## config.mk

```make
export PLATFORM = sky130hd
export DESIGN_NAME = rpd_seq
export DESIGN_NICKNAME = d
export VERILOG_FILES = /design/src/rtl/rpd_pkg.sv /design/src/rtl/rpd_hold_cnt.sv /design/src/rtl/rpd_abort.sv /design/src/rtl/rpd_seq.sv
export SDC_FILE = /design/constraint.sdc
export NUM_CORES = 1
export LEC_CHECK = 0
export ABC_AREA = 1
export BUFFER_PORTS_ARGS = -buffer_cell sky130_fd_sc_hd__buf_4
export CORE_UTILIZATION = 52
export CTS_BUF_LIST = sky130_fd_sc_hd__clkbuf_16
export CTS_CLUSTER_DIAMETER = 100
export DETAILED_ROUTE_END_ITERATION = 10
export GPL_TIMING_DRIVEN = 1
export HOLD_SLACK_MARGIN = 0.12
export PLACE_DENSITY = 0.7
export SETUP_SLACK_MARGIN = 0.3
export SLEW_MARGIN = 20
export SYNTH_ARGS = -nofsm -noshare
export SYNTH_HDL_FRONTEND = slang
export SYNTH_HIERARCHICAL = 1
export SYNTH_SLANG_ARGS = --single-unit
export TNS_END_PERCENT = 10
```

## constraint.sdc

```tcl
create_clock -name clk -period 2.6 [get_ports clk]
set_input_delay 0.26 -clock clk [delete_from_list [all_inputs] [get_ports clk]]
set_output_delay 0.26 -clock clk [all_outputs]
set_load 0.02 [all_outputs]
```

## src/rtl/rpd_pkg.sv

```systemverilog
package rpd_pkg;

    // Sequencer phases
    typedef enum logic [1:0] {
        ST_READY  = 2'd0,   // both accesses allowed
        ST_GLITCH = 2'd1,   // pin low, not yet qualified
        ST_DOWN   = 2'd2,   // qualified reset held
        ST_RECOV  = 2'd3    // pin released, delays running
    } rpd_state_e;

    // Index of each access delay in the recovery vector
    localparam int unsigned ACC_RD = 0;
    localparam int unsigned ACC_WR = 1;
    localparam int unsigned ACC_N  = 2;

    // Bits for a counter that runs 0 .. lim-1
    function automatic int unsigned cnt_bits(input int unsigned lim);
        return (lim < 2) ? 1 : $clog2(lim);
    endfunction

endpackage

```

## src/rtl/rpd_hold_cnt.sv

```systemverilog
// Counts qualifying steps; hit marks the LIMIT-th consecutive step.
module rpd_hold_cnt #(
    parameter int unsigned LIMIT = 4
) (
    input  logic clk,
    input  logic rst,
    input  logic clear,
    input  logic step,
    output logic hit
);
    localparam int unsigned W = rpd_pkg::cnt_bits(LIMIT);
    localparam logic [W-1:0] LAST = W'(LIMIT - 1);

    logic [W-1:0] cnt_q;

    assign hit = step && (cnt_q == LAST);

    always_ff @(posedge clk) begin
        if (rst || clear) begin
            cnt_q <= '0;
        end else if (step && !hit) begin
            cnt_q <= cnt_q + 1'b1;
        end
    end
endmodule

```

## src/rtl/rpd_abort.sv

```systemverilog
// Abort handshake toward the program/erase controller with a deadline.
module rpd_abort #(
    parameter int unsigned LIMIT = 16
) (
    input  logic clk,
    input  logic rst,
    input  logic start,
    input  logic ack,
    output logic req,
    output logic err
);
    logic req_q, err_q, win_hit;

    rpd_hold_cnt #(.LIMIT(LIMIT)) u_window (
        .clk   (clk),
        .rst   (rst),
        .clear (!req_q || start),
        .step  (req_q && !ack && !err_q),
        .hit   (win_hit)
    );

    always_ff @(posedge clk) begin
        if (rst) begin
            req_q <= 1'b0;
            err_q <= 1'b0;
        end else if (start) begin
            req_q <= 1'b1;
            err_q <= 1'b0;
        end else begin
            if (ack) req_q <= 1'b0;
            if (win_hit) err_q <= 1'b1;
        end
    end

    assign req = req_q;
    assign err = err_q;
endmodule

```

## src/rtl/rpd_seq.sv

```systemverilog
module rpd_seq #(
    parameter int unsigned MIN_LOW   = 32,
    parameter int unsigned READ_DLY  = 50,
    parameter int unsigned WRITE_DLY = 25,
    parameter int unsigned ABORT_LIM = 200
) (
    input  logic clk,
    input  logic rst,
    input  logic rp_n,
    input  logic op_busy,
    input  logic abort_ack,
    output logic write_inhibit,
    output logic status_clr,
    output logic abort_req,
    output logic abort_err,
    output logic force_hiz,
    output logic read_ready,
    output logic write_ready
);
    import rpd_pkg::*;

    rpd_state_e state_q, state_d;
    logic [ACC_N-1:0] rdy_q, rdy_d, dly_hit;
    logic clr_q;
    logic watching, in_recov;
    logic low_step, low_hit;

    assign watching = (state_q == ST_READY) || (state_q == ST_GLITCH);
    assign in_recov = (state_q == ST_RECOV);
    assign low_step = watching && !rp_n;

    // Minimum low-hold qualifier
    rpd_hold_cnt #(.LIMIT(MIN_LOW)) u_lowq (
        .clk   (clk),
        .rst   (rst),
        .clear (!low_step),
        .step  (low_step),
        .hit   (low_hit)
    );

    // Separate read and write recovery delays
    for (genvar g = 0; g < ACC_N; g++) begin : g_dly
        rpd_hold_cnt #(.LIMIT((g == ACC_RD) ? READ_DLY : WRITE_DLY)) u_dly (
            .clk   (clk),
            .rst   (rst),
            .clear (!in_recov),
            .step  (in_recov && rp_n && !rdy_q[g]),
            .hit   (dly_hit[g])
        );
    end

    assign rdy_d = rdy_q | dly_hit;

    always_comb begin
        state_d = state_q;
        unique case (state_q)
            ST_READY, ST_GLITCH: begin
                if (rp_n)         state_d = ST_READY;
                else if (low_hit) state_d = ST_DOWN;
                else              state_d = ST_GLITCH;
            end
            ST_DOWN: begin
                if (rp_n) state_d = ST_RECOV;
            end
            ST_RECOV: begin
                if (!rp_n)       state_d = ST_DOWN;
                else if (&rdy_d) state_d = ST_READY;
            end
            default: state_d = ST_DOWN;
        endcase
    end

    always_ff @(posedge clk) begin
        if (rst) begin
            state_q <= ST_DOWN;
            rdy_q   <= '0;
            clr_q   <= 1'b0;
        end else begin
            state_q <= state_d;
            rdy_q   <= (state_d == ST_DOWN) ? '0 : rdy_d;
            clr_q   <= low_hit;
        end
    end

    // Abort toward an in-progress program or erase
    rpd_abort #(.LIMIT(ABORT_LIM)) u_abort (
        .clk   (clk),
        .rst   (rst),
        .start (low_hit && op_busy),
        .ack   (abort_ack),
        .req   (abort_req),
        .err   (abort_err)
    );

    assign status_clr    = clr_q;
    assign read_ready    = rdy_q[ACC_RD];
    assign write_ready   = rdy_q[ACC_WR];
    assign force_hiz     = !rdy_q[ACC_RD];
    assign write_inhibit = !rdy_q[ACC_WR];
endmodule

```

# After elaboration in Yosys (flattened, before gate mapping)
# Index checks and enable logic that the tools add are counted.
# Widths: inputs -> output; s select.
[totals]
regBits = 31
elab_cells = 68
[classes]
eq_ne = 8
muxes = 8
n_bitwise = 1
addsub = 4
n_reduce_logical = 38
[op_table]
columns = ["op", "n"]
rows = [
  ["$logic_and 1x1->1", 15],
  ["$logic_not 1->1", 12],
  ["$add 5x1->5 const B", 2],
  ["$eq 5x5->1 const B", 2],
  ["$mux 2", 5],
  ["$add 8x1->8 const B", 1],
  ["$eq 8x8->1 const B", 1],
  ["$add 6x1->6 const B", 1],
  ["$eq 2x2->1 const B", 3],
  ["$eq 6x6->1 const B", 1],
  ["$pmux 2 s3", 1],
  ["$reduce_or 2->1", 3],
  ["$logic_or 1x1->1", 5],
  ["$eq 2x1->1 const B", 1],
  ["$logic_not 2->1", 1],
  ["$mux 1", 2],
  ["$or 2x2->2", 1],
  ["$reduce_and 2->1", 1],
  ["$reduce_bool 2->1", 1],
]

# Depth between registers and ports, before layout
# Gate-level depths: netlist of the first run.
[logic_depth]
ltp_word = 11
mapped_depth = 13

# Modules after synthesis
# Netlist of the first run, hierarchy kept.
[by_module_without_submodules]
columns = ["mod", "area_per_inst_um2", "seq_area_each_um2", "instances", "cells_per_inst"]
rows = [
  ["rpd_hold_cnt (u_abort.u_window)", 494.2, 160.2, 1, 76],
  ["rpd_hold_cnt (g_dly[0].u_dly)", 394.1, 120.1, 1, 56],
  ["rpd_hold_cnt (g_dly[1].u_dly)", 304.0, 100.1, 1, 42],
  ["rpd_hold_cnt (u_lowq)", 290.3, 100.1, 1, 37],
  ["rpd_seq", 235.2, 100.1, 1, 37],
  ["rpd_abort", 76.3, 40.0, 1, 10],
]

# Least setup slack after synthesis of the first run
# Ideal clock, no wire load.
[synth_timing]
kind = "register to register"
start = "register u_lowq.cnt_q[0]"
end = "register u_abort.u_window.cnt_q[2]"
path_slack_ns = 0.976
t_arrival_ns = 1.554
synth_period_minus_slack_ns = 1.624
setup_time_ns = 0.070
path_stages_with_launch = 14
path_cell_list = "dfxtp_1 > ha_1 > inv_1 > nor2_1 > ha_1 > nand2_1 > inv_1 > nand2_1 > inv_1 > inv_1 > nand2_1 > nor2_1 > inv_1 > a21oi_1"
[synth_via]
elab_chain_cells = 5
[synth_rtl]
columns = ["item", "line_no", "source"]
rows = [
  ["start: declaration", "rpd_hold_cnt.sv:14", "logic [W-1:0] cnt_q;"],
  ["start signal: assignment", "rpd_hold_cnt.sv:22", "cnt_q <= cnt_q + 1'b1;"],
  ["$eq 5x5->1", "rpd_hold_cnt.sv:16", "assign hit = step && (cnt_q == LAST);"],
  ["$logic_and 1x1->1", "rpd_hold_cnt.sv:16", ""],
  ["net low_hit", "rpd_seq.sv:26", "logic low_step, low_hit;"],
  ["$logic_and 1x1->1", "rpd_seq.sv:89", ".start (low_hit && op_busy),"],
  ["$logic_or 1x1->1", "rpd_abort.sv:17", ".clear (!req_q || start),"],
  ["$logic_or 1x1->1", "rpd_hold_cnt.sv:19", "if (rst || clear) begin"],
  ["end signal: assignment", "rpd_hold_cnt.sv:22", ""],
  ["end: declaration", "rpd_hold_cnt.sv:14", ""],
]
# The timed path passes the listed nets, and every way through them passes these cells.
# A chain may end at the register's enable or synchronous reset.

# Worst setup path in the final report of the first run
[layout_timing]
start = "register u_lowq.cnt_q[0]"
end = "register u_abort.u_window.cnt_q[3]"
# Same word-level chain as after synthesis.

==> results by stage, run 1 <==
Global route:
- The first global-routing pass estimated 5216 um of wire.
- The number of global-route vias before repair is 1237.
- The initial antenna violation count was 0.
- The combined global-route utilization of all metal layers is 0.1937.
- Entering global routing, the biggest net connects 14 pins.
- Global routing finished with a remaining overflow of 0.

Timing:
- Derived from the worst setup path, the maximum achievable clock frequency is 532.8 MHz.
- The total count of hold-check failures in the final report is 0.
- The worst clock skew is 4.416 ps.
- Dividing the final minimum period by the clock period gives 0.7219.
- Setup violations remaining at the end of the flow were counted as 0.
- For the finished layout, the period the worst path requires is roughly 1900 ps.
- Setup repair after global routing left no endpoint under its margin.
- The max-slew violation total from the final report is 0.
- For the pin with the worst max-slew slack, the measured transition is 376.0 ps.
- Headroom to the max-slew limit came out at 0.7484.
- In the final timing run, aggregate negative setup slack is 0 ps.

Synthesis:
- After synthesis the cells add up to 0.001794 mm^2.
- The fraction of synthesis flops using an asynchronous set or reset pin is 0.
- The total nets after synthesis is 270.
- The count of distinct cell types in the synthesized netlist is 28.
- Of the synthesized area, sequential elements account for 0.3459.
- The cell with the most instances after synthesis is sky130_fd_sc_hd__nand2_1.
- The synthesized design contains 0 enable-type register cells.
- The flop and latch count out of synthesis is 31.
- The portion of synthesized cell area occupied by the leading cell type is 0.3459.
- After synthesis, the cell types taking the most area are sky130_fd_sc_hd__dfxtp_1, sky130_fd_sc_hd__nand2_1, sky130_fd_sc_hd__inv_1.
- In this run the mean area of a mapped cell was between 6 and 7 um^2.
- Synthesis produced a netlist whose cell count is 258.
- In the synthesized netlist the dominant register cell turns out to be sky130_fd_sc_hd__dfxtp_1.
- During synthesis, Yosys emitted a total of 6 warnings.
- Ranked by instance count, the synthesized netlist is headed by sky130_fd_sc_hd__nand2_1, sky130_fd_sc_hd__inv_1, sky130_fd_sc_hd__nor2_1.
- The leading area contributor after synthesis is sky130_fd_sc_hd__dfxtp_1.

Floorplanning:
- The core area is approximately 0.0032 mm^2.
- For this design the top-level I/O count stands at 12.
- The die extent in x is 60.74 um.
- The die covers 0.003689 mm^2.
- The die boundary height is 60.74 um.
- For this configuration, the core starts out at a cell density of 0.5690.
- The number of placement rows is 20.

Worst setup path:
- At the worst endpoint, the required time is 2800 ps.
- The largest driver fanout on the critical path is 5.
- STA classifies the critical path endpoint as a register.
- The critical path is of the reg -> reg type.
- The data arrival time of the critical path is ~2100 ps.
- The startpoint kind of the worst setup timing path is a register.

Worst hold path:
- In this run the worst hold path is classified as in -> reg.

Final layout:
- The final design area excluding fillers is 0.002048 mm^2.
- The area overhead of the layout relative to synthesis is 14.16%.
- The finished layout holds 319 standard cells, fillers aside.
- At the end of the flow, the number of nets in the layout was between 200 and 300.
- The ratio of cells with drive above 1 in the final layout is 0.1855.
- 0 antenna diodes ended up in the layout.
- The fill cell total of the finished layout is 291.
- The post-layout utilization of the core is 0.6496.

Run status:
- The flow ran to the end, and the final reports show no timing, DRC or antenna violations.

Power:
- The sum of internal, switching and leakage power is 1.046 mW.
- The share of total power dissipated in combinational logic is 0.032.
- Of the total power, the share spent switching nets is 0.2030.
- Power spread over the standard cell area amounts to 510.9 mW/mm^2.
- Summed over all nets, the switching power comes to 212.4 uW.
- The analysis attributes to cell leakage a power of 0.7582 nW.
- Of the total power, the clock network draws 0.510.
- The maximum vdd ir drop is 0.4635 mV.
- The design internal power is about 830 uW.
- The sequential power share is 0.458.

Route:
- The first-iteration detailed-routing DRC count is 104.
- Summed over all layers, the routed wires come to 3105 um.
- The number of routed nets with antenna violations is 0.
- The number of iterations in the first detailed-routing pass is 4.
- In the routed design, unresolved DRC markers number 0.
- The detailed-route via count is 1519.
- The routed wire length per instance is between 9 and 10 um.
- Dividing the detail-routed via count by the number of cells gives 4.762.

Clock network:
- The H-tree was split into 2 levels.
- Clock-pin slew was measured on the worst setup and hold paths at 50 ps.
- After clock tree synthesis, the setup repair step added 0 buffers.
- For the worst-skew pair, the clock arrives at the later sink with an insertion delay of 270 ps.
- The cell at the root of the clock tree is sky130_fd_sc_hd__clkbuf_16.
- The number of sinks on the clock net is 31.
- In this run, post-CTS repair resized a total of 0 instances.
- The number of buffers created by CTS is 5.
- Buffers inserted to repair hold after CTS numbered 0.
- The TritonCTS clock tree is yes.
- Counting along the longest clock path gives a buffer depth of 2.

Run:
- The total of max-cap violations is 0.

Placement:
- The number of cells in the design after placement is ~310.
- The HPWL after detailed placement is 2243 um.
- The number of port buffers is 11.
- The cell area after placement is 0.001912 mm^2.
- At the end of routability-driven placement, the weighted congestion stood at 0.7869.
## layer usage
| metal | track usage | share of wire | routed length (um) | up-vias |
|---|---|---|---|---|
| met3 | 0.05757 | 0.033 | 104 | 4 |
| met1 | 0.2612 | 0.53 | 1641 | 661 |
| met4 | 0.09740 | 0.016 | 51 | 0 |
| li1 | - | - | - | 833 |
| met5 | 0 | 0 | 0 | - |
| met2 | 0.2810 | 0.42 | 1308 | 21 |
## cell usage in the layout, fill, tap and decap left out, drive strengths merged
| cell | n |
|---|---|
| nor3 | 4 |
| inv | 42 |
| a21oi | 20 |
| o21bai | 2 |
| nand3 | 20 |
| clkbuf | 5 |
| nand4 | 4 |
| ha | 7 |
| nand2 | 64 |
| nor2 | 49 |
| o21ai | 7 |
| xor2 | 2 |
| clkinv | 3 |
| nand3b | 2 |
| buf | 13 |
| dfxtp | 31 |
## final timing paths
| kind | start | end | slack [ps] | cells past startpoint |
|---|---|---|---|---|
| min reg2reg | u_abort/u_window/cnt_q[6]$_SDFFE_PP0P_ | u_abort/u_window/cnt_q[6]$_SDFFE_PP0P_ | 500 | 2 |
| max reg2reg | u_lowq/cnt_q[0]$_SDFFE_PP0P_ | u_abort/u_window/cnt_q[3]$_SDFFE_PP0P_ | 720 | 13 |
| max | u_lowq/cnt_q[0]$_SDFFE_PP0P_ | u_abort/u_window/cnt_q[3]$_SDFFE_PP0P_ | 720 | 13 |
| min | abort_ack | u_abort/req$_SDFFE_PP0P_ | 260 | 4 |
## flip-flops by register name, indices dropped and copies added (netlist names)
signal                  flops
g_dly.u_dly/cnt_q          11
status_clr                  1
u_lowq/cnt_q                5
u_abort/req                 1
rdy_q                       2
state_q                     2
u_abort/u_window/cnt_q      8
u_abort/err                 1
## kinds of logic after synthesis
group | share of synthesized area
AO/OA/AOI/OAI | 0.09833
XOR/XNOR | 0.009765
adder cells (fa/ha/maj) | 0.04881
buffers and inverters | 0.1074
flip-flops | 0.3459
AND/OR/NAND/NOR | 0.3898
## area by class of cell
class                           count  area [um^2]  area share
Clock inverter                      3        11.26    0.005498
Clock buffer                        5        125.1     0.06109
Sequential cell                    31        620.6      0.3030
Timing Repair Buffer               13        97.59     0.04765
Tap cell                           44        55.05     0.02688
Inverter                           42        157.7     0.07697
Multi-Input combinational cell    181        980.9      0.4789
## power groups by stage
| stage | clock network [mW] | logic [mW] | registers (mW) |
|---|---|---|---|
| detailed placement | 0 | 0.0337 | 0.489 |
| global placement | 0 | 0.0337 | 0.489 |
| finish | 0.534 | 0.0334 | 0.479 |
| global route | 0.570 | 0.0377 | 0.479 |
| CTS | 0.547 | 0.0338 | 0.479 |
| floorplan | 0 | 0.0202 | 0.488 |
## through the flow
step                hold WS (ps)  worst slack, ps
floorplan                  322.4            976.2
global placement           479.4            811.0
detailed placement         481.3            786.0
CTS                        259.5            766.0
global route               274.6            510.2
finish                     263.8            723.2
## worst max-delay path, cell delays in order, from the launching register on
cell	delay [ps]
sky130_fd_sc_hd__dfxtp_1	310
sky130_fd_sc_hd__ha_1	200
sky130_fd_sc_hd__inv_1	90
sky130_fd_sc_hd__nor2_1	60
sky130_fd_sc_hd__ha_1	220
sky130_fd_sc_hd__nand2_1	70
sky130_fd_sc_hd__inv_1	70
sky130_fd_sc_hd__nand2_1	60
sky130_fd_sc_hd__inv_1	40
sky130_fd_sc_hd__inv_1	80
sky130_fd_sc_hd__nand2_1	60
sky130_fd_sc_hd__nor2_1	250
sky130_fd_sc_hd__inv_1	150
sky130_fd_sc_hd__a21oi_1	130
No activity file was read; power rests on OpenSTA's default activity.
==> inputs of run 2 (changes only) <==
Clock period 2.6 ns to 1.9 ns, I/O delays scaled along.
==> results by stage, run 2 (synthesis results as in run 1) <==
Final layout:
- The most common library cell in the layout ignoring fill and taps is sky130_fd_sc_hd__nand2_1 (unchanged).
- The number of flip-flops under the largest register name is 11 (unchanged).
- Largest registers: g_dly.u_dly/cnt_q x11, u_abort/u_window/cnt_q x8, u_lowq/cnt_q x5 (unchanged).
- Most frequent cells in the layout: sky130_fd_sc_hd__nand2_1, sky130_fd_sc_hd__nor2_1, sky130_fd_sc_hd__inv_1 (was sky130_fd_sc_hd__nand2_1, sky130_fd_sc_hd__inv_1, sky130_fd_sc_hd__nor2_1).
- The post-layout utilization of the core is 0.6702 (was 0.6496).
- The ratio of cells with drive above 1 in the final layout is 0.2446 (was 0.1855).
- The area overhead of the layout relative to synthesis was 17.78% (was 14.16%).
- The post-layout net count is 291 (was 286).
- The register containing the most flip-flops in the final layout is g_dly.u_dly/cnt_q (unchanged).
- The final design area excluding fillers is 0.002113 mm^2 (was 0.002048 mm^2).
- The total inserted antenna cells is 0 (unchanged).

Clock network:
- The number of H-tree levels is 2 (unchanged).
- The post-cts hold buffer count is 0 (unchanged).
- The TritonCTS clock tree was yes (unchanged).
- The number of sinks on the clock net was 31 (unchanged).
- The number of buffers created by CTS came to 5 (unchanged).
- The cell at the root of the clock tree is sky130_fd_sc_hd__clkbuf_16 (unchanged).
- The number of buffers between clock root and the deepest sink is 2 (unchanged).
- The clock transition at the registers of the reported paths is 50 ps (about the same).
- The clock network latency to the later pin of the worst-skew pair is 270 ps (about the same).

Timing:
- The total count of hold-check failures in the final report is 0 (unchanged).
- The normalized max-slew margin is 0.7807 (was 0.7484).
- The portion of the clock cycle consumed by the worst path in the final layout came to 0.8161 (was 0.7219).
- The final worst-path setup slack was 349.4 ps (was 723.2 ps).
- The tightest hold margin is 195.0 ps (was 263.8 ps).
- The aggregate negative setup slack is 0 ps (unchanged).
- The slew at the pin with the worst max-slew slack came to 327.7 ps (was 376.0 ps).
- The worst clock skew is 3.395 ps (was 4.416 ps).
- The max-slew violation total from the final report came to 0 (unchanged).
- The final count of negative-setup-slack endpoints came to 0 (unchanged).
- RSZ-0062 raised after global routing: true (was false).
- The top achievable clock speed is 644.9 MHz (was 532.8 MHz).
- The minimum clock period after layout is 1551 ps (was 1877 ps).

Route:
- The number of vias per cell is 4.727 (was 4.762).
- The remaining design rule violation count is 0 (unchanged).
- The routed wire length per instance came to 9.966 um (was 9.734 um).
- The number of routed nets with antenna violations is 0 (unchanged).
- The number of iterations in the first detailed-routing pass came to 4 (unchanged).
- The overall routed net length is 3209 um (was 3105 um).
- The first-iteration detailed-routing DRC count came to 92 (was 104).
- The detailed-route via count is 1522 (was 1519).

Floorplanning:
- The die boundary height is 60.74 um (unchanged).
- The number of placement rows was 20 (unchanged).
- The die extent in x is 60.74 um (unchanged).
- The area of the die is 0.003689 mm^2 (unchanged).
- The effective utilization at floorplan was 0.5690 (unchanged).
- The number of I/O pins is 12 (unchanged).
- The core area is 0.003153 mm^2 (unchanged).

Worst setup path:
- The type of the worst setup path is reg -> reg (unchanged).
- The cell repeated most along the worst path is sky130_fd_sc_hd__inv_2 (was sky130_fd_sc_hd__inv_1).
- The startpoint kind of the worst setup timing path is a register (unchanged).
- The number of cells on the worst reg-to-reg path came to 13 (unchanged).
- The data arrival time of the critical path is 1720 ps (was 2080 ps).
- The critical register-to-register path endpoint is u_abort/u_window/cnt_q[5]$_SDFFE_PP0P_ (was u_abort/u_window/cnt_q[3]$_SDFFE_PP0P_).
- The critical path data required time came to 2070 ps (was 2800 ps).
- The cell at the slowest stage of the critical path was sky130_fd_sc_hd__dfxtp_1 (unchanged).
- The startpoint of the most critical register-to-register path is u_lowq/cnt_q[0]$_SDFFE_PP0P_ (unchanged).
- The maximum cell stage delay along the critical path is 360 ps (was 310 ps).
- Ordered cell list for the critical path: ha_4, inv_2, nor2_1, ha_2, nand2_1, inv_2, nand2_1, inv_1, inv_2, nand2_2, nor2_4, inv_2, nor2_1 (was ha_1, inv_1, nor2_1, ha_1, nand2_1, inv_1, nand2_1, inv_1, inv_1, nand2_1, nor2_1, inv_1, a21oi_1).
- The largest driver fanout on the critical path is 5 (unchanged).
- The first element of the critical path is u_lowq/cnt_q[0]$_SDFFE_PP0P_ (unchanged).
- The worst reg-to-reg setup slack came to 350 ps (was 720 ps).
- The kind of end point of the critical path is a register (unchanged).

Worst hold path:
- The depth of the worst hold-timing path is 4 (unchanged).
- The endpoint of the worst hold-timing path is u_abort/req$_SDFFE_PP0P_ (unchanged).
- The class of the most critical hold timing path is in -> reg (unchanged).
- The startpoint of the lowest-slack hold path is abort_ack (unchanged).

Global route:
- The overall overflow remaining after global route was 0 (unchanged).
- The largest net degree at the start of global routing was 13 (was 14).
- The first-pass GRT wire length was 5230 um (was 5216 um).
- The initial antenna violation count is 0 (unchanged).
- The combined global-route utilization of all metal layers is 0.1971 (was 0.1937).
- The number of global-route vias before repair is 1256 (was 1237).

Placement:
- The worst setup timing slack at the placement stage is 141.7 ps (was 786.0 ps).
- The number of port buffers was 11 (unchanged).
- The cell area after placement is 0.001922 mm^2 (was 0.001912 mm^2).
- The HPWL after detailed placement is 2279 um (was 2243 um).
- The weighted congestion at the end of routability-driven global placement came to 0.7834 (was 0.7869).

Run status:
- Result of the run: completed (unchanged).

Power:
- The maximum vdd ir drop came to 0.5054 mV (was 0.4635 mV).
- The total power density per cell area is 672.1 mW/mm^2 (was 510.9 mW/mm^2).
- The static leakage is 0.7711 nW (was 0.7582 nW).

Run:
- The total of max-cap violations is 0 (unchanged).
run 2: changes by cell type in the layout (fill, tap and decap cells not counted), moves of 2 or more:
cell / before / now
sky130_fd_sc_hd__buf_4: 13 / 18
sky130_fd_sc_hd__inv_1: 38 / 34
sky130_fd_sc_hd__inv_2: 4 / 8
sky130_fd_sc_hd__clkinv_1: 3 / 1
sky130_fd_sc_hd__dfxtp_1: 31 / 29
sky130_fd_sc_hd__dfxtp_2: 0 / 2
sky130_fd_sc_hd__ha_1: 7 / 5
sky130_fd_sc_hd__o21ai_0: 4 / 2
run 2: cell type report:
| cell class | instances | area (um^2) |
|---|---|---|
| clock buffers | 5 | 125.1 |
| clock inverters | 1 | 3.754 |
| fillers | 293 | 1040 |
| inverters | 42 | 157.7 |
| multi-input cells | 181 | 1013 |
| flip-flops and latches | 31 | 623.1 |
| well taps | 44 | 55.05 |
| repair buffers | 18 | 135.1 |
run 2: layer usage:
layer	global-route usage	up-vias	share of wire
li1	-	844	-
met1	0.2648	648	0.52
met2	0.2889	23	0.42
met3	0.05757	7	0.038
met4	0.09740	0	0.019
met5	0	-	0
run 2: what timing repair did:
| item | CTS | global route |
|---|---|---|
| resized for setup | 6 | 9 |
| buffers inserted | 1 | 3 |
| pin swaps | 2 | 2 |
| setup endpoints to repair | 8 | 9 |
run 2: report_power, final:
| part | leakage [nW] | total (mW) | switching, mW | internal [mW] |
|---|---|---|---|---|
| Clock | 0.0669 | 0.718 | 0.255 | 0.463 |
| Combinational | 0.454 | 0.0464 | 0.0283 | 0.0180 |
| Sequential | 0.250 | 0.656 | 0.00224 | 0.654 |
run 2: stage by stage:
stage | total power [mW] | cells
after floorplan | 0.6958 | 258
after global placement | 0.7150 | 312
after detailed placement | 0.7153 | 312
after CTS | 1.446 | 319
after global routing | 1.468 | 322
final | 1.420 | 322
run 2: critical path, delay by kind of cell (launching register included):
family / cells / cell delay [ps]
adders and majority gates: 2 / 350
buffers and inverters: 5 / 330
DFF: 1 / 360
and+or+nand+nor: 6 / 420
run 2: how the worst max path moves through the flow:
stage | end | slack, ps | cells after the start
after global routing | u_abort/u_window/cnt_q[4]$_SDFFE_PP0P_ | 260 | 13
after detailed placement | u_abort/u_window/cnt_q[3]$_SDFFE_PP0P_ | 140 | 13
after global placement | u_abort/u_window/cnt_q[3]$_SDFFE_PP0P_ | 200 | 13
final | u_abort/u_window/cnt_q[5]$_SDFFE_PP0P_ | 350 | 13
after CTS | u_abort/u_window/cnt_q[4]$_SDFFE_PP0P_ | 320 | 13
after floorplan | u_abort/u_window/cnt_q[2]$_SDFFE_PP0P_ | 320 | 13
